===== src/rtl/modp1_pkg.sv =====
package modp1_pkg;

   // One prefix cell: carry generate, carry propagate (inclusive),
   // and the exact half-sum lane (exclusive propagate) used for the top bit.
   typedef struct packed {
      logic g;
      logic p;
      logic t;
   } gpt_t;

   // hi covers the more significant span, lo the less significant one.
   function automatic gpt_t gpt_join(input gpt_t hi, input gpt_t lo);
      gpt_t res;
      res.g = hi.g | (hi.p & lo.g);
      res.p = hi.p & lo.p;
      res.t = hi.t & lo.t;
      return res;
   endfunction

endpackage


===== src/rtl/modp1_csa.sv =====
// Carry-save row adding the constant 2^N-1 to a + b.
module modp1_csa #(
   parameter int unsigned N = 8
) (
   input  logic [N:0] a,
   input  logic [N:0] b,
   output logic [N:0] s,
   output logic [N:0] c
);
   for (genvar i = 0; i <= N; i++) begin : g_col
      if (i < N) begin : g_low
         // a_i + b_i + 1 split into sum and carry
         assign s[i] = ~(a[i] ^ b[i]);
         assign c[i] = a[i] | b[i];
      end else begin : g_top
         assign s[i] = a[i] ^ b[i];
         assign c[i] = a[i] & b[i];
      end
   end
endmodule


===== src/rtl/modp1_prefix_tree.sv =====
// Kogge-Stone prefix tree; leaf k stands for bit position k+1.
module modp1_prefix_tree
   import modp1_pkg::*;
#(
   parameter int unsigned N = 8
) (
   input  gpt_t leaf [N],
   output gpt_t grp  [N]
);
   localparam int unsigned LVL = (N > 1) ? $clog2(N) : 1;

   gpt_t stage [LVL+1][N];

   for (genvar k = 0; k < N; k++) begin : g_in
      assign stage[0][k] = leaf[k];
   end

   for (genvar l = 0; l < LVL; l++) begin : g_lvl
      localparam int unsigned SPAN = 1 << l;
      for (genvar k = 0; k < N; k++) begin : g_cell
         if (k >= SPAN) begin : g_join
            assign stage[l+1][k] = gpt_join(stage[l][k], stage[l][k-SPAN]);
         end else begin : g_pass
            assign stage[l+1][k] = stage[l][k];
         end
      end
   end

   for (genvar k = 0; k < N; k++) begin : g_out
      assign grp[k] = stage[LVL][k];
   end
endmodule


===== src/rtl/modp1_finish.sv =====
// End-around fix-up row and sum formation.
module modp1_finish
   import modp1_pkg::*;
#(
   parameter int unsigned N = 8
) (
   input  logic [N:0] s,
   input  logic [N:0] c,
   input  gpt_t       grp [N],
   output logic [N:0] sum
);
   logic [N-1:0] g_v, p_v, t_v;
   logic         no_wrap;   // sum of s and 2c stayed below 2^(N+1)
   logic         k0;        // carry out of bit 0 after the correction
   logic [N-1:0] cin;       // carry into bit i, index 0 unused

   for (genvar k = 0; k < N; k++) begin : g_split
      assign g_v[k] = grp[k].g;
      assign p_v[k] = grp[k].p;
      assign t_v[k] = grp[k].t;
   end

   assign no_wrap = ~c[N] & ~g_v[N-1];
   assign k0      = s[0] & no_wrap;
   assign cin[0]  = 1'b0;
   assign sum[0]  = s[0] ^ no_wrap;

   for (genvar i = 1; i < N; i++) begin : g_bit
      if (i == 1) begin : g_first
         assign cin[i] = k0;
      end else begin : g_rest
         assign cin[i] = g_v[i-2] | (p_v[i-2] & k0);
      end
      assign sum[i] = s[i] ^ c[i-1] ^ cin[i];
   end

   // Top bit: every column from 1 to N holds exactly one bit, bit 0 of the sum
   // vector is set, and nothing leaves column N.
   assign sum[N] = s[0] & ~c[N] & t_v[N-1];

   logic unused_cells;
   assign unused_cells = ^{g_v[N-2], p_v[N-1:N-2], t_v[N-2:0], cin[0]};
endmodule


===== src/rtl/modp1_adder.sv =====
module modp1_adder
   import modp1_pkg::*;
#(
   parameter int unsigned N       = 8,
   parameter bit          OUT_REG = 1'b1
) (
   input  logic       clk,
   input  logic       rst_n,
   input  logic [N:0] a,
   input  logic [N:0] b,
   output logic [N:0] r
);
   if (N < 2 || N > 16) begin : g_bad_n
      $error("modp1_adder: N must lie in 2..16");
   end

   logic [N:0] s, c, sum;
   gpt_t       leaf [N];
   gpt_t       grp  [N];

   modp1_csa #(.N(N)) u_csa (
      .a(a), .b(b), .s(s), .c(c)
   );

   for (genvar k = 0; k < N; k++) begin : g_leaf
      assign leaf[k].g = s[k+1] & c[k];
      assign leaf[k].p = s[k+1] | c[k];
      assign leaf[k].t = s[k+1] ^ c[k];
   end

   modp1_prefix_tree #(.N(N)) u_tree (
      .leaf(leaf), .grp(grp)
   );

   modp1_finish #(.N(N)) u_fin (
      .s(s), .c(c), .grp(grp), .sum(sum)
   );

   if (OUT_REG) begin : g_reg
      always_ff @(posedge clk or negedge rst_n) begin
         if (!rst_n) r <= '0;
         else        r <= sum;
      end
   end else begin : g_comb
      logic unused_ctl;
      assign unused_ctl = clk ^ rst_n;
      assign r = sum;
   end
endmodule


===== config.mk =====
export PLATFORM = sky130hd
export DESIGN_NAME = modp1_adder
export DESIGN_NICKNAME = d
export VERILOG_FILES = /design/src/rtl/modp1_pkg.sv /design/src/rtl/modp1_csa.sv /design/src/rtl/modp1_prefix_tree.sv /design/src/rtl/modp1_finish.sv /design/src/rtl/modp1_adder.sv
export SDC_FILE = /design/constraint.sdc
export NUM_CORES = 1
export LEC_CHECK = 0
export ABC_AREA = 1
export CAP_MARGIN = 20
export CORE_MARGIN = 3
export CORE_UTILIZATION = 53
export CTS_CLUSTER_SIZE = 10
export DETAILED_ROUTE_END_ITERATION = 7
export PLACE_DENSITY_LB_ADDON = 0.2
export SLEW_MARGIN = 20
export SYNTH_ARGS = -nofsm -noshare
export SYNTH_HDL_FRONTEND = slang
export SYNTH_HIERARCHICAL = 1
export SYNTH_SLANG_ARGS = --single-unit

===== constraint.sdc =====
create_clock -name clk -period 0.8 [get_ports clk]
set_clock_uncertainty 0.15 [all_clocks]
set_input_delay 0.08 -clock clk [delete_from_list [all_inputs] [get_ports clk]]
set_output_delay 0.08 -clock clk [all_outputs]
set_load 0.02 [all_outputs]

==> results of run 1 <==
per-stage QoR:
stage	std cells	util	instance area [um^2]	setup TNS, ns
after floorplan	245	-	1650	-8.42
after global placement	322	0.909	2150	-16.97
after detailed placement	322	0.909	2150	-17.80
==> results.md, run 1 <==
* Outcome: stopped before the end
* Fail Step: 4_1_cts
* Err: [ERROR DPL-0038] Utilization greater than 100%, impossible to legalize
* Syn avg cell area at 5.69 um^2
* GP Congestion at 0.826
* Dpl ws at -1.75 ns
* Hpwl dp at 3080 um
* Chip Width at 57.3 um
* Post_cts resized at 194
* Rows at 17
* Syn Nets at 291
* Die extent in y at 57.3 um
* Port bufs at 28
* Post-Synthesis Cells at 245
* Postcts setup bufs at 9
* CTS Buf Count at 3
* Initial Util at 0.590
* Warnings from Yosys at 6
* Longest Clk Path Bufs at 2
* Syn Std Cell Area at 1390 um^2
* H-tree depth at 1
* Root Driver: clkbuf_4
* Top Ports at 29
==> run 2: changes to the inputs <==
- CORE_UTILIZATION: 53 -> 40
- CTS_CLUSTER_SIZE: 10 -> not set
- PLACE_DENSITY_LB_ADDON: 0.2 -> 0.15
==> run 2 against run 1 <==
Compared with the run above:
- the flow now finishes, with violations (hold timing, setup timing)
- area after synthesis unchanged
- synthesized cell count is the same
==> results.md, run 2 <==
* Outcome: finished with violations
* Failing checks: hold timing, setup timing
* Final WL at 3040 um
* Post-route ant nets at 0
* Syn Nets at 291 (unchanged)
* Hold WC Path Type: primary input to async pin
* Crit start category: primary input
* Critical path fanouts, max at 6
* Biggest regs: r: 9 flops
* Antenna diodes at 0
* Initial Util at 0.439 (-0.152)
* DRC Markers at 0
* Most frequent cells in the layout: 82 x nand2_1, 43 x inv_1, 33 x buf_4
* Die extent in y at 65.0 um (+14%)
* MaxCap Viol Count at 0
* Routed vias/inst at 4.08
* Achievable frequency at 608 MHz
* Max-slew violations at 0
* Post-Synthesis Cells at 245 (unchanged)
* Inst Count DP at 336 (+4.3%)
* Longest Clk Path Bufs at 2 (unchanged)
* Hpwl dp at 2500 um (-19%)
* Final worst-path setup slack at -0.843 ns
* H-tree depth at 1 (unchanged)
* Port bufs at 28 (unchanged)
* WL/cell at 8.56 um
* Critical path type: primary input to register
* Pwr dens at 1100 nW/um^2
* Chip Width at 65.0 um (+14%)
* RSZ-0062 raised after global routing: true
* DRT iter0 DRCs at 43
* Critical Path Most Common Cell: nand2_1
* Worst VDD drop at 541 uV
* DRT Pass-1 Iters at 4
* Crit end category: register
* Hold Fails Final Rpt at 10
* CTS tree: built
* Post-route cell area at 2420 um^2
* GP Congestion at 0.784 (-5.0%)
* Top Ports at 29 (unchanged)
* Final core utilization at 0.761
* Worst hold slack at -0.0238 ns
* Initial antenna violation count at 0
* Commonest non-fill, non-tap cell in the layout: nand2_1
* NumNets Final at 358
* Area growth, synth to finish at 73.4%
* DP Area at 2140 um^2 (-0.35%)
* Routed via count at 1449
* WP data required at 0.80 ns
* Worst path max stage delay at 0.25 ns
* Period utilization at 2.05
* Top reg by flops: r
* Worst Max-Slew Pin Slew at 0.186 ns
* Final Non-Filler Cells at 355
* Static Leak at 1.42 nW
* Overall die area at 4230 um^2
* Clk slew on worst S/H paths at 0.07 ns
* CTS Buf Count at 3 (unchanged)
* Grt total ovfl at 0
* Syn Std Cell Area at 1390 um^2 (unchanged)
* # setup viols final at 18
* Final worst path period need at 1.64 ns
* Warnings from Yosys at 6 (unchanged)
* Core area at 3180 um^2
* Syn avg cell area at 5.69 um^2 (unchanged)
* Layout cells sized above 1 at 0.521
* Crit-path slowest cell: ha_4
* Total GRT Usage at 0.166
* Largest net degree at the start of global routing at 10
* Number of global-route vias before repair at 1472
* Power consumption at 0.00265 W
* Largest register FFs at 9
* Global-route wire length before repair at 5670 um
* CP arrival at 1.64 ns
* Sinks on Clock Net at 9
* Root Driver: clkbuf_4
* Crit-path cells: buf_8 -> inv_8 -> ha_4 -> inv_4 -> inv_2 -> ha_4 -> inv_4 -> nand2_4 -> nand2_2 -> nand2_2 -> nand2_2 -> nand2_1 -> nand2_1 -> nor2_1 -> ha_2 -> buf_6 -> a21oi_4 -> nand2_1 -> nand2_1
* Rows at 20 (+3)
* Max-slew headroom at 0.875
[run 2: repair_timing]
item                                   4_1_cts  5_1_grt
resized for setup                          168       20
setup endpoints to repair                   18       18
buffers inserted                            15        1
pin swaps                                   40       29
endpoints found under the hold margin       10       10
[run 2: cell type report]
class                           instances  area [um^2]
Clock buffer                            4         26.3
Fill cell                             257          761
Inverter                               91          419
Multi-Input combinational cell        142         1110
Sequential cell                         9          225
Tap cell                               44         55.1
Timing Repair Buffer                   65          581
[run 2: path summary, 6_finish.rpt]
path	from	end	slack, ns
worst max-delay path	a[2]	r[7]	-0.84
worst min-delay path	rst_n	r[0]	-0.02
max in group asynchronous	rst_n	r[7]	0.41
min in group clk	a[8]	r[8]	-0.02
[run 2: layer usage]
metal,wire length (um),global-route usage,vias to the layer above
met5,0,0,-
met4,0,0.0285,0
li1,-,-,807
met1,1320,0.192,621
met2,1590,0.312,21
met3,134,0.0381,0
[run 2: stage by stage]
stage / TNS (ns) / setup slack, ns
finish: -8.40 / -0.843
global route: -9.48 / -0.926
CTS: -8.42 / -0.831
detailed placement: -17.35 / -1.69
global placement: -17.01 / -1.64
floorplan: -8.42 / -1.03
[run 2: critical path: cells and delay by family]
| family | cells | cell delay (ns) |
|---|---|---|
| compound gates | 1 | 0.06 |
| fa+ha+maj | 3 | 0.59 |
| buf+inv | 6 | 0.36 |
| simple gates | 9 | 0.54 |
[run 2: where the power goes]
group / internal [W] / switching, W / leakage (nW)
Sequential: 0.000535 / 0.0000364 / 0.110
Combinational: 0.000866 / 0.000858 / 1.30
Clock: 0.000192 / 0.000162 / 0.0150
Total: 0.00159 / 0.00106 / 1.42
No activity file was read; power rests on OpenSTA's default activity.
==> run 3: changes to the inputs <==
- CORE_AREA: not set -> 3 3 64 66
- CORE_MARGIN: 3 -> not set
- CORE_UTILIZATION: 40 -> not set
- DIE_AREA: not set -> 0 0 67 69
- HOLD_SLACK_MARGIN: not set -> 0.15
==> run 3 against run 2 <==
Compared with the run above:
- the flow finishes with violations (setup timing)
- count of clock-buffer cells in the layout did not move
- flip-flop and latch count unchanged
- clock power grew 53%
- total power is 4.4% higher
==> results.md, run 3 (same netlist as run 2, synthesis figures left out) <==
* Outcome: finished with violations
* Failing checks: setup timing
* Number of global-route vias before repair at 1306 (-11%)
* Worst hold slack at 0.0106 ns (+0.0343 ns)
* Worst Max-Slew Pin Slew at 0.312 ns (+0.126 ns)
* Most frequent cells in the layout: 75 x nand2_1, 47 x inv_1, 33 x buf_4
* Setup TNS at -8.59 ns (-0.193 ns)
* Pwr dens at 1160 nW/um^2 (+5.7%)
* Critical path type: primary input to register
* Final WL at 2950 um (-2.9%)
* Max-slew headroom at 0.791 (-0.0841)
* Commonest non-fill, non-tap cell in the layout: nand2_1
* Biggest regs: r: 9 flops
* GP Congestion at 0.770 (-1.8%)
* Period utilization at 2.10 (+0.0462)
* DRT iter0 DRCs at 29 (-33%)
* Grt total ovfl at 0 (unchanged)
* Initial antenna violation count at 0 (unchanged)
* Crit-path cells: buf_2 -> inv_2 -> ha_4 -> inv_4 -> inv_2 -> ha_4 -> inv_4 -> nand2_2 -> inv_2 -> nand2_2 -> nand2_2 -> nand2_1 -> nand2_1 -> nor2_2 -> ha_2 -> buf_6 -> a21oi_2 -> nand2_1 -> nand2_1
* Achievable frequency at 595 MHz (-2.2%)
* Crit start category: primary input
* Final worst path period need at 1.68 ns (+0.0369 ns)
* Routed via count at 1464 (+1.0%)
* Area growth, synth to finish at 71.4%
* Antenna diodes at 0 (unchanged)
* Post-route ant nets at 0 (unchanged)
* DP Area at 2180 um^2 (+2.0%)
* Dpl ws at -1.68 ns (+0.0140 ns)
* Worst VDD drop at 725 uV (+34%)
* Total GRT Usage at 0.137 (-0.0293)
* Crit-path slowest cell: ha_4
* Overall die area at 4620 um^2 (+9.3%)
* Highest Signal Layer: met4
* DR WL met2 at 1590 um (-0.19%)
* Power consumption at 0.00277 W (+4.4%)
* Hold Fails Final Rpt at 0 (-10)
* Port bufs at 28 (unchanged)
* Post-route cell area at 2390 um^2 (-1.2%)
* Root Driver: clkbuf_8
* Clk slew on worst S/H paths at 0.05 ns (-0.02 ns)
* Max-slew violations at 0 (unchanged)
* NumNets Final at 358 (unchanged)
* Critical Path Most Common Cell: nand2_1
* RSZ-0062 raised after global routing: true
* Rows at 22 (+10%)
* Top Ports at 29 (unchanged)
* DRT Pass-1 Iters at 4 (unchanged)
* CTS tree: built
* Core area at 3630 um^2 (+14%)
* CTS Buf Count at 3 (unchanged)
* Routed vias/inst at 4.08 (about the same)
* Hpwl dp at 2430 um (-2.8%)
* DR WL met3 at 85 um (-37%)
* Longest Clk Path Bufs at 2 (unchanged)
* Layout cells sized above 1 at 0.518 (-0.00322)
* Top reg by flops: r
* Critical path's top delay family: adder cells
* MaxCap Viol Count at 0 (unchanged)
* Static Leak at 1.43 nW (+0.41%)
* Global-route wire length before repair at 5110 um (-10%)
* # setup viols final at 18 (unchanged)
* Initial Util at 0.384 (-0.0550)
* Worst path max stage delay at 0.20 ns (-0.05 ns)
* WL/cell at 8.22 um (-4.0%)
* Chip Width at 67 um (+3.0%)
* H-tree depth at 1 (unchanged)
* WP buf/inv at 7 (+1)
* Sinks on Clock Net at 9 (unchanged)
* Crit end category: register
* Die extent in y at 69 um (+6.1%)
* Final worst-path setup slack at -0.880 ns (-0.0369 ns)
* Largest net degree at the start of global routing at 10 (unchanged)
* WP data required at 0.82 ns (+0.02 ns)
* Hold WC Path Type: primary input to async pin
* CP arrival at 1.70 ns (+0.06 ns)
* DRC Markers at 0 (unchanged)
* Critical path fanouts, max at 4 (-2)
* Metal1 wirelength at 1250 um (-4.9%)
* Largest register FFs at 9 (unchanged)
run 3: cell types whose count changed in the layout (fill, tap and decap cells not counted), moves of 3 or more:
cell      previous run  this run
inv_1               43        47
inv_4               19        11
nand2_1             82        75
nand2_2             12        18
inv_2               25        29
clkbuf_8             0         3
buf_2                6        10
clkbuf_4             3         0
run 3: metal layers:
layer | track usage | vias to the layer above
li1 | - | 805
met1 | 0.155 | 636
met2 | 0.253 | 20
met3 | 0.0195 | 3
met4 | 0.0405 | 0
met5 | 0 | -
run 3: cell type report:
class	instances	area [um^2]
tap	48	60.1
sequential	9	225
inverter	91	399
multi-input combinational	142	1100
clock buffer	4	45.0
fill	334	1240
timing repair buffer	65	558
run 3: final timing paths:
| check | to | startpoint | cells past startpoint | slack, ns |
|---|---|---|---|---|
| setup / recovery | r[2] | a[4] | 19 | -0.88 |
| hold / removal | r[8] | rst_n | 2 | 0.01 |
| max in group asynchronous | r[2] | rst_n | 2 | 0.39 |
| min in group clk | r[8] | a[8] | 3 | 0.01 |
run 3: metrics by stage:
step	std cells	util
after detailed placement	345	0.601
final	359	0.657
after CTS	355	0.640
after global placement	345	0.601
after global routing	359	0.657
after floorplan	245	-
run 3: repair_timing:
| action | CTS | global route |
|---|---|---|
| endpoints found under the setup margin | 18 | 18 |
| endpoints found under the hold margin | 10 | 10 |
| buffers inserted | 6 | 4 |
| pin swaps | 46 | 14 |
| resized for setup | 162 | 10 |
run 3: report_power, final:
part | switching [W] | internal [W] | total [W]
combinational | 0.000837 | 0.000816 | 0.00165
sequential | 0.0000362 | 0.000536 | 0.000572
clock | 0.000192 | 0.000348 | 0.000540
total | 0.00107 | 0.00170 | 0.00277
==> run 4: changes to the inputs <==
- CELL_PAD_IN_SITES_DETAIL_PLACEMENT: not set -> 2
- CELL_PAD_IN_SITES_GLOBAL_PLACEMENT: not set -> 2
- CORE_AREA: 3 3 64 66 -> not set
- CORE_MARGIN: not set -> 3
- CORE_UTILIZATION: not set -> 26
- DIE_AREA: 0 0 67 69 -> not set
==> run 4 against run 3 <==
Compared with the run above:
- the flow still finishes with violations (setup timing)
- non-clock buffer count up 13
- final cell count is 9.7% higher
- sequential power increased by 3.8%
- fmax fell by 15%
==> results.md, run 4 (same netlist as run 2, synthesis figures left out) <==
* Global-route wire length before repair at 11800 um (+130%)
* Static Leak at 1.57 nW (+9.8%)
* Final WL at 9280 um (+210%)
* Overall die area at 6280 um^2 (+36%)
* Outcome: finished with violations
* Hold WC Path Type: primary input to register
* CP arrival at 2.01 ns (+0.31 ns)
* Achievable frequency at 508 MHz (-15%)
* Commonest non-fill, non-tap cell in the layout: nand2_1
* Crit end category: register
* Top Ports at 29 (unchanged)
* DRT iter0 DRCs at 65 (+120%)
* Worst Max-Slew Pin Slew at 0.242 ns (-0.0703 ns)
* Worst hold slack at 0.0301 ns (+0.0196 ns)
* Max-slew headroom at 0.838 (+0.0472)
* Power consumption at 0.00363 W (+31%)
* DRC Markers at 0 (unchanged)
* Die extent in y at 79.2 um (+15%)
* WL/cell at 23.5 um (+190%)
* Most frequent cells in the layout: 66 x nand2_1, 42 x buf_4, 39 x inv_1
* Routed vias/inst at 4.61 (+13%)
* Routed via count at 1817 (+24%)
* DRT Pass-1 Iters at 4 (unchanged)
* CTS tree: built
* Final worst path period need at 1.97 ns (+0.287 ns)
* Largest register FFs at 9 (unchanged)
* WP data required at 0.84 ns (+0.02 ns)
* Number of global-route vias before repair at 2136 (+64%)
* Post-route ant nets at 0 (unchanged)
* Failing checks: setup timing
* FILL cells at 563 (+69%)
* H-tree depth at 1 (unchanged)
* NumNets Final at 371 (+3.6%)
* Final worst-path setup slack at -1.17 ns (-0.287 ns)
* Root Driver: clkbuf_8
* Total GRT Usage at 0.253 (+0.116)
* Top reg by flops: r
* Pwr dens at 1310 nW/um^2 (+13%)
* MaxCap Viol Count at 0 (unchanged)
* Rows at 26 (+18%)
* Chip Width at 79.2 um (+18%)
* CTS Buf Count at 3 (unchanged)
* Grt total ovfl at 0 (unchanged)
* Worst VDD drop at 524 uV (-28%)
* Layout cells sized above 1 at 0.605 (+0.0873)
* Sinks on Clock Net at 9 (unchanged)
* Area growth, synth to finish at 98.1%
* Hpwl dp at 4130 um (+70%)
* # setup viols final at 18 (unchanged)
* RSZ-0062 raised after global routing: true
* Clk slew on worst S/H paths at 0.06 ns (about the same)
* Biggest regs: r: 9 flops
* GP Congestion at 0.757 (-1.7%)
* Port bufs at 28 (unchanged)
* Initial Util at 0.271 (-0.112)
* Period utilization at 2.46 (+0.358)
* Initial antenna violation count at 0 (unchanged)
* Crit start category: primary input
* DP Area at 2220 um^2 (+1.8%)
* Post-route cell area at 2760 um^2 (+16%)
* Longest Clk Path Bufs at 2 (unchanged)
* Largest net degree at the start of global routing at 10 (unchanged)
* Max-slew violations at 0 (unchanged)
* Critical path fanouts, max at 5 (+1)
* Hold Path Depth at 3
* Antenna diodes at 0 (unchanged)
* Core area at 5140 um^2 (+41%)
* Hold Fails Final Rpt at 0 (unchanged)
* Dpl ws at -1.85 ns (-0.178 ns)
* Critical path type: primary input to register
## run 4: worst paths after layout
kind,from,endpoint,slack [ns]
setup / recovery,a[4],r[4],-1.17
hold / removal,a[8],r[8],0.03
max in group asynchronous,rst_n,r[2],0.35
min in group asynchronous,rst_n,r[0],0.04
## run 4: repair_timing
item                                    4_1_cts  5_1_grt
endpoints found under the hold margin        10       10
gates cloned                                  1        0
resized for setup                           196       41
pin swaps                                    48       28
buffers inserted                             22        2
endpoints found under the setup margin       18       18
## run 4: where the power goes
group	switching, W	total (W)	internal [W]	leakage [nW]
logic	0.00136	0.00240	0.00105	1.43
registers	0.0000589	0.000594	0.000535	0.110
clock network	0.000276	0.000630	0.000354	0.0228
## run 4: stage by stage
step           instances  TNS, ns   util
5_1_grt              394   -11.75  0.537
2_1_floorplan        245    -8.42      -
6_report             394   -10.99  0.537
4_1_cts              393   -10.01  0.511
3_3_place_gp         367   -17.41  0.432
3_5_place_dp         367   -18.81  0.432
## run 4: layer usage
metal  GRT usage  routed length, um  up-vias
met5           0                  0        -
met4      0.0653                431        0
met3      0.0181                226       26
met2       0.523               5220       50
met1       0.269               3390      905
li1            -                  -      836
## run 4: worst max-delay path, stage by stage
cell     delay [ns]
buf_6          0.08
inv_4          0.03
ha_4           0.27
inv_4          0.04
inv_2          0.07
ha_4           0.14
inv_4          0.04
a21oi_2        0.18
nand2_4        0.10
nand2_4        0.07
nand2_4        0.05
nor2_4         0.12
ha_4           0.18
buf_12         0.11
buf_12         0.12
nand2_2        0.06
nand2_1        0.09
nand2_1        0.06
nand2_1        0.08
## run 4: layout make-up
class	instances	area (um^2)	area share
inverters	91	434	0.157
repair buffers	78	724	0.262
well taps	70	87.6	0.0317
multi-input cells	142	1240	0.451
clock buffers	4	45.0	0.0163
flip-flops and latches	9	225	0.0816
